[src/rtl/stp_pkg.sv]
package stp_pkg;
  localparam int IDX_W  = 3;
  localparam int COILS  = 2;
  localparam int TERMS  = 2 * COILS;
  // phase offset between successive coils, in half-step positions
  localparam int COIL_SKEW = 2;

  typedef enum logic [1:0] {POL_OFF, POL_POS, POL_NEG} pol_e;

  // polarity of coil 0 at half-step position j
  function automatic pol_e base_pol(input logic [IDX_W-1:0] j);
    case (j)
      3'd6, 3'd7, 3'd0: base_pol = POL_POS;
      3'd2, 3'd3, 3'd4: base_pol = POL_NEG;
      default:          base_pol = POL_OFF;
    endcase
  endfunction
endpackage

[src/rtl/stp_edge.sv]
module stp_edge (
  input  logic clk,
  input  logic rst_n,
  input  logic step_i,
  input  logic set_i,
  output logic fire_o
);
  logic prev_q;

  always_ff @(posedge clk) begin
    if (!rst_n) prev_q <= 1'b0;
    else        prev_q <= step_i;
  end

  assign fire_o = step_i & ~prev_q & ~set_i;

  // two consecutive cycles never both produce an advance
  a_r11_single_fire: assert property (@(posedge clk) disable iff (!rst_n)
    fire_o |=> !fire_o);
endmodule

[src/rtl/stp_index.sv]
module stp_index
  import stp_pkg::*;
(
  input  logic             clk,
  input  logic             rst_n,
  input  logic             set_i,
  input  logic             fire_i,
  input  logic             ccw_i,
  input  logic             half_i,
  output logic [IDX_W-1:0] idx_o
);
  logic [IDX_W-1:0] idx_q, delta, idx_nx;

  always_comb begin
    delta  = (half_i || idx_q[0]) ? IDX_W'(1) : IDX_W'(2);
    idx_nx = ccw_i ? (idx_q - delta) : (idx_q + delta);
  end

  always_ff @(posedge clk) begin
    if (!rst_n || set_i) idx_q <= '0;
    else if (fire_i)     idx_q <= idx_nx;
  end

  assign idx_o = idx_q;

  a_r9_set_home: assert property (@(posedge clk) disable iff (!rst_n)
    set_i |=> idx_q == '0);
  a_r11_hold_still: assert property (@(posedge clk) disable iff (!rst_n)
    (!fire_i && !set_i) |=> $stable(idx_q));
  a_r2_half_cw: assert property (@(posedge clk) disable iff (!rst_n)
    (fire_i && half_i && !ccw_i && !set_i) |=> idx_q == $past(idx_q) + IDX_W'(1));
  a_r6_full_even: assert property (@(posedge clk) disable iff (!rst_n)
    (fire_i && !half_i && !set_i) |=> !idx_q[0]);
endmodule

[src/rtl/stp_drive.sv]
module stp_drive
  import stp_pkg::*;
(
  input  logic [IDX_W-1:0] idx_i,
  input  logic             set_i,
  input  logic             half_i,
  input  logic             hold_i,
  output logic [TERMS-1:0] hi_o,
  output logic [TERMS-1:0] lo_o
);
  for (genvar c = 0; c < COILS; c++) begin : g_coil
    pol_e pol;
    logic [IDX_W-1:0] pos;
    assign pos = idx_i - IDX_W'(COIL_SKEW * c);
    assign pol = base_pol(pos);

    always_comb begin
      hi_o[2*c+:2] = 2'b00;
      lo_o[2*c+:2] = 2'b00;
      if (!set_i) begin
        case (pol)
          POL_POS: begin hi_o[2*c+:2] = 2'b01; lo_o[2*c+:2] = 2'b10; end
          POL_NEG: begin hi_o[2*c+:2] = 2'b10; lo_o[2*c+:2] = 2'b01; end
          default: if (half_i && hold_i) hi_o[2*c+:2] = 2'b11;
        endcase
      end
    end
  end

  // complementary enables never overlap
  always_comb a_r12_no_overlap: assert ((hi_o & lo_o) == '0);
endmodule

[src/rtl/stp_phase_seq.sv]
module stp_phase_seq
  import stp_pkg::*;
(
  input  logic             clk,
  input  logic             rst_n,
  input  logic             step_i,
  input  logic             ccw_i,
  input  logic             half_i,
  input  logic             idle_hold_i,
  input  logic             set_i,
  output logic [TERMS-1:0] hi_en_o,
  output logic [TERMS-1:0] lo_en_o,
  output logic             home_n_o
);
  logic             fire;
  logic [IDX_W-1:0] idx;

  stp_edge u_edge (
    .clk(clk), .rst_n(rst_n), .step_i(step_i), .set_i(set_i), .fire_o(fire)
  );

  stp_index u_index (
    .clk(clk), .rst_n(rst_n), .set_i(set_i), .fire_i(fire),
    .ccw_i(ccw_i), .half_i(half_i), .idx_o(idx)
  );

  stp_drive u_drive (
    .idx_i(idx), .set_i(set_i), .half_i(half_i), .hold_i(idle_hold_i),
    .hi_o(hi_en_o), .lo_o(lo_en_o)
  );

  assign home_n_o = ~(set_i || idx == '0);

  a_r9_set_float: assert property (@(posedge clk) disable iff (!rst_n)
    set_i |-> (hi_en_o == '0 && lo_en_o == '0 && !home_n_o));
  a_r13_home_pattern: assert property (@(posedge clk) disable iff (!rst_n)
    (!home_n_o && !set_i) |-> (hi_en_o == 4'b0101 && lo_en_o == 4'b1010));
  a_r12_port_overlap: assert property (@(posedge clk) disable iff (!rst_n)
    (hi_en_o & lo_en_o) == '0);
endmodule

[config.mk]
export PLATFORM = sky130hd
export DESIGN_NAME = stp_phase_seq
export DESIGN_NICKNAME = d
export VERILOG_FILES = /design/src/rtl/stp_pkg.sv /design/src/rtl/stp_edge.sv /design/src/rtl/stp_index.sv /design/src/rtl/stp_drive.sv /design/src/rtl/stp_phase_seq.sv
export SDC_FILE = /design/constraint.sdc
export NUM_CORES = 1
export LEC_CHECK = 0
export BUFFER_PORTS_ARGS = -buffer_cell sky130_fd_sc_hd__buf_2
export CAP_MARGIN = 10
export CORE_AREA = 4 4 41 43
export CTS_CLUSTER_SIZE = 30
export DETAILED_ROUTE_END_ITERATION = 8
export DIE_AREA = 0 0 45 47
export PLACE_DENSITY_LB_ADDON = 0.2
export RECOVER_POWER = 100
export SYNTH_ARGS = -nofsm -noshare
export SYNTH_HDL_FRONTEND = slang
export SYNTH_HIERARCHICAL = 1
export SYNTH_SLANG_ARGS = --single-unit
[constraint.sdc]
create_clock -name clk -period 3.2 [get_ports clk]
set_input_delay 0.64 -clock clk [delete_from_list [all_inputs] [get_ports clk]]
set_output_delay 0.64 -clock clk [all_outputs]
set_load 0.03 [all_outputs]
==> metrics.md <==
| Metric | Value |
|---|---|
| DR iter-0 viols | 4 |
| Synth Cell Area | 322 µm² |
| Register area | 80.1 µm² |
| Worst-Margin Slew | 584 ps |
| Fin crit period | 2220 ps |
| Final net count | 67 |
| CP max-delay cell | dfxtp_1 |
| Leak pwr | 0.160 nW |
| WL/cell | 10.3 µm |
| H-tree Lvls | 1 |
| CP cell instances | or3b_1 -> a31oi_1 -> clkbuf_1 |
| Worst Path Required | 2560 ps |
| VDD IR max | between 0.1 and 0.15 mV |
| MaxCap Viol Count | 0 |
| Area grow syn2layout | 30.4% |
| Synth Net Count | 47 |
| Final antenna-violating net count | 0 |
| Routed WL | 743 µm |
| Final period util | 0.695 |
| Worst Slack Setup Final | 977 ps |
| Relative slew margins | 0.610 |
| Setup crit start kind | register |
| Layout Utilization | 0.322 |
| Max clock buf depth | 2 |
| Core Footprint | about 1300 µm² |
| Multi-input gate area | 233 µm² |
| Ys async rst share | 0 |
| Post-Syn Instances | 39 |
| Total number of vias | 330 |
| Reg clk slew, reported paths | approximately 40 ps |
| All-Layer GR Usage | 0.0743 |
| Clock Skew | 6.63 ps |
| Post-CTS Setup Bufs | 0 |
| Synth cell types | 24 |
| Slew Viols, Final | 0 |
| CP arrival | between 1500 and 2000 ps |
| Die area | 2120 µm² |
| Global-route wire length before repair | 1170 µm |
| Setup TNS | 0 ps |
| Syn Area/Cell | slightly above 8 µm² |
| # setup viols final | 0 |
| CTS Buf Count | 3 |
| Number of global-route vias before repair | about 290 |
| Worst path max stage delay | 460 ps |
| Post-synth EDFFs | 0 |
| Area leader, netlist | dfxtp_1 |
| Worst Reg-to-Reg Cells | 5 |
| Crit path max fanout | 11 |
| Antenna fix cells | 0 |
| Largest net degree at the start of global routing | 13 |
| Ys Warns | 6 |
| Starting Density | 0.247 |
| Most instantiated cells after synthesis | 6 x a21oi_1, 4 x dfxtp_1, 4 x nand2b_1, 3 x nor2_1 |
| I/O Pins | 16 |
| Clk root buf | clkbuf_4 |
| Sink Count | 4 |
| Hold WC Path Type | reg -> reg |
| Yosys reg bits | 4 |
| Fin. Hold Viols | 0 |
| DPL Wire Length | between 500 and 600 µm |
| Outcome | finished, final reports clean |
| Gpl congestion | about 0.65 |
| IO Port Bufs | 15 |
| Post-synthesis sequential area ratio | 0.249 |
| Die height | 47 µm |
| Area contributors post-synth | dfxtp_1 25%, a21oi_1 9.3%, nand2b_1 7.8% |
| Clk_lat worst skew | 240 ps |
| Number of cell rows | 13 |
| DRT Pass-1 Iters | 2 |
| Die W | about 45 µm |
| GRT overflow | 0 |
| Top FF cell, synth | dfxtp_1 |
| Top-count cell post-synth | a21oi_1 |
| CTS resizes | 0 |
| CTS tree | built |
| CP Capture Type | primary output |
| Hold buffers post-CTS | 0 |
| Share of layout cells above drive strength 1 | 0.140 |
| Setup slack after placement | 1250 ps |
| FILL cells | roughly 160 |
| F_max | 450 MHz |
| Yosys top cell area share | 0.249 |
| RSZ-0062 raised after global routing | false |
| Hold path depth | 3 |
| Setup CP Type | reg -> out |
| Hold slack | 609 ps |
| Vias/cell | 4.58 |
| Cell Pwr Density | 363 nW/µm² |
| DRC viols | 0 |
| Initial antenna violation count | 0 |
-- layout by cell type (no fill, tap or decap) --
cell type,n
fa_1,1
nand4_1,1
dfxtp_1,4
clkbuf_1,11
a31oi_1,2
o21a_1,1
buf_2,4
mux2i_1,1
xor2_1,1
and2b_1,1
inv_1,1
nand4b_1,1
clkbuf_4,3
a31o_1,1
a21bo_2,1
nand3b_1,1
or3b_1,1
or3_1,1
a21o_1,1
nand2_1,1
nor3_1,1
nor2_1,3
nand2b_1,4
and2_1,1
and2_0,1
a211oi_1,1
a21oi_1,6
nor3b_1,1
-- worst max-delay path: cells and delay by family (launching register included) --
kind                   cells  cell delay (ps)
AOI/OAI and AO/OA          1              160
and+or+nand+nor            1              400
DFF                        1              460
buffers and inverters      1              330
-- layout make-up --
type	count	area share
multi-input combinational	34	0.555
sequential	4	0.191
timing repair buffer	15	0.146
clock buffer	3	0.0537
tap	15	0.0448
inverter	1	0.00896
-- metrics by stage --
stage | std cells | area (µm²) | power (mW)
2_1_floorplan | 39 | 322 | 0.0789
3_3_place_gp | 69 | 415 | 0.0924
3_5_place_dp | 69 | 415 | 0.0927
4_1_cts | 72 | 438 | 0.159
5_1_grt | 72 | 419 | 0.161
6_report | 72 | 419 | 0.152
-- final timing paths --
kind / slack (ps) / start / to
worst max-delay path: 980 / u_index/idx_o[2]$_SDFFE_PP0P_ / hi_en_o[1]
worst min-delay path: 610 / u_edge/prev_q$_SDFF_PN0_ / u_index/idx_o[0]$_SDFFE_PP0P_
worst max register to register: 1560 / u_index/idx_o[0]$_SDFFE_PP0P_ / u_index/idx_o[2]$_SDFFE_PP0P_
worst min register to register: 610 / u_edge/prev_q$_SDFF_PN0_ / u_index/idx_o[0]$_SDFFE_PP0P_
-- flip-flops by register name, summed over array words and instances (netlist names) --
signal,cells
u_index/idx_o,3
u_edge/prev_q,1
-- per-layer routing --
layer | wire, µm | share of wire | up-vias | track usage
met5 | 0 | 0 | - | 0
met4 | 0 | 0 | 0 | 0.0526
met3 | 83 | 0.11 | 0 | 0.0115
met2 | 320 | 0.43 | 10 | 0.119
met1 | 340 | 0.46 | 141 | 0.0911
li1 | - | - | 179 | -
-- report_power, final --
| group | switching [mW] | leakage (nW) | internal (mW) | total (mW) |
|---|---|---|---|---|
| clock network | 0.0208 | 0.0138 | 0.0420 | 0.0627 |
| registers | 0.00241 | 0.0326 | 0.0517 | 0.0541 |
| logic | 0.0231 | 0.114 | 0.0122 | 0.0353 |
-- logic make-up after synthesis --
group	Yosys count	share of synthesized area
xor gates and xnor gates	1	0.0272
AOI/OAI and AO/OA	13	0.261
buffers and inverters	1	0.0117
muxes	1	0.0311
DFF	4	0.249
and+or+nand+nor	18	0.358
adders and majority gates	1	0.0623
No activity file was read; power rests on OpenSTA's default activity.
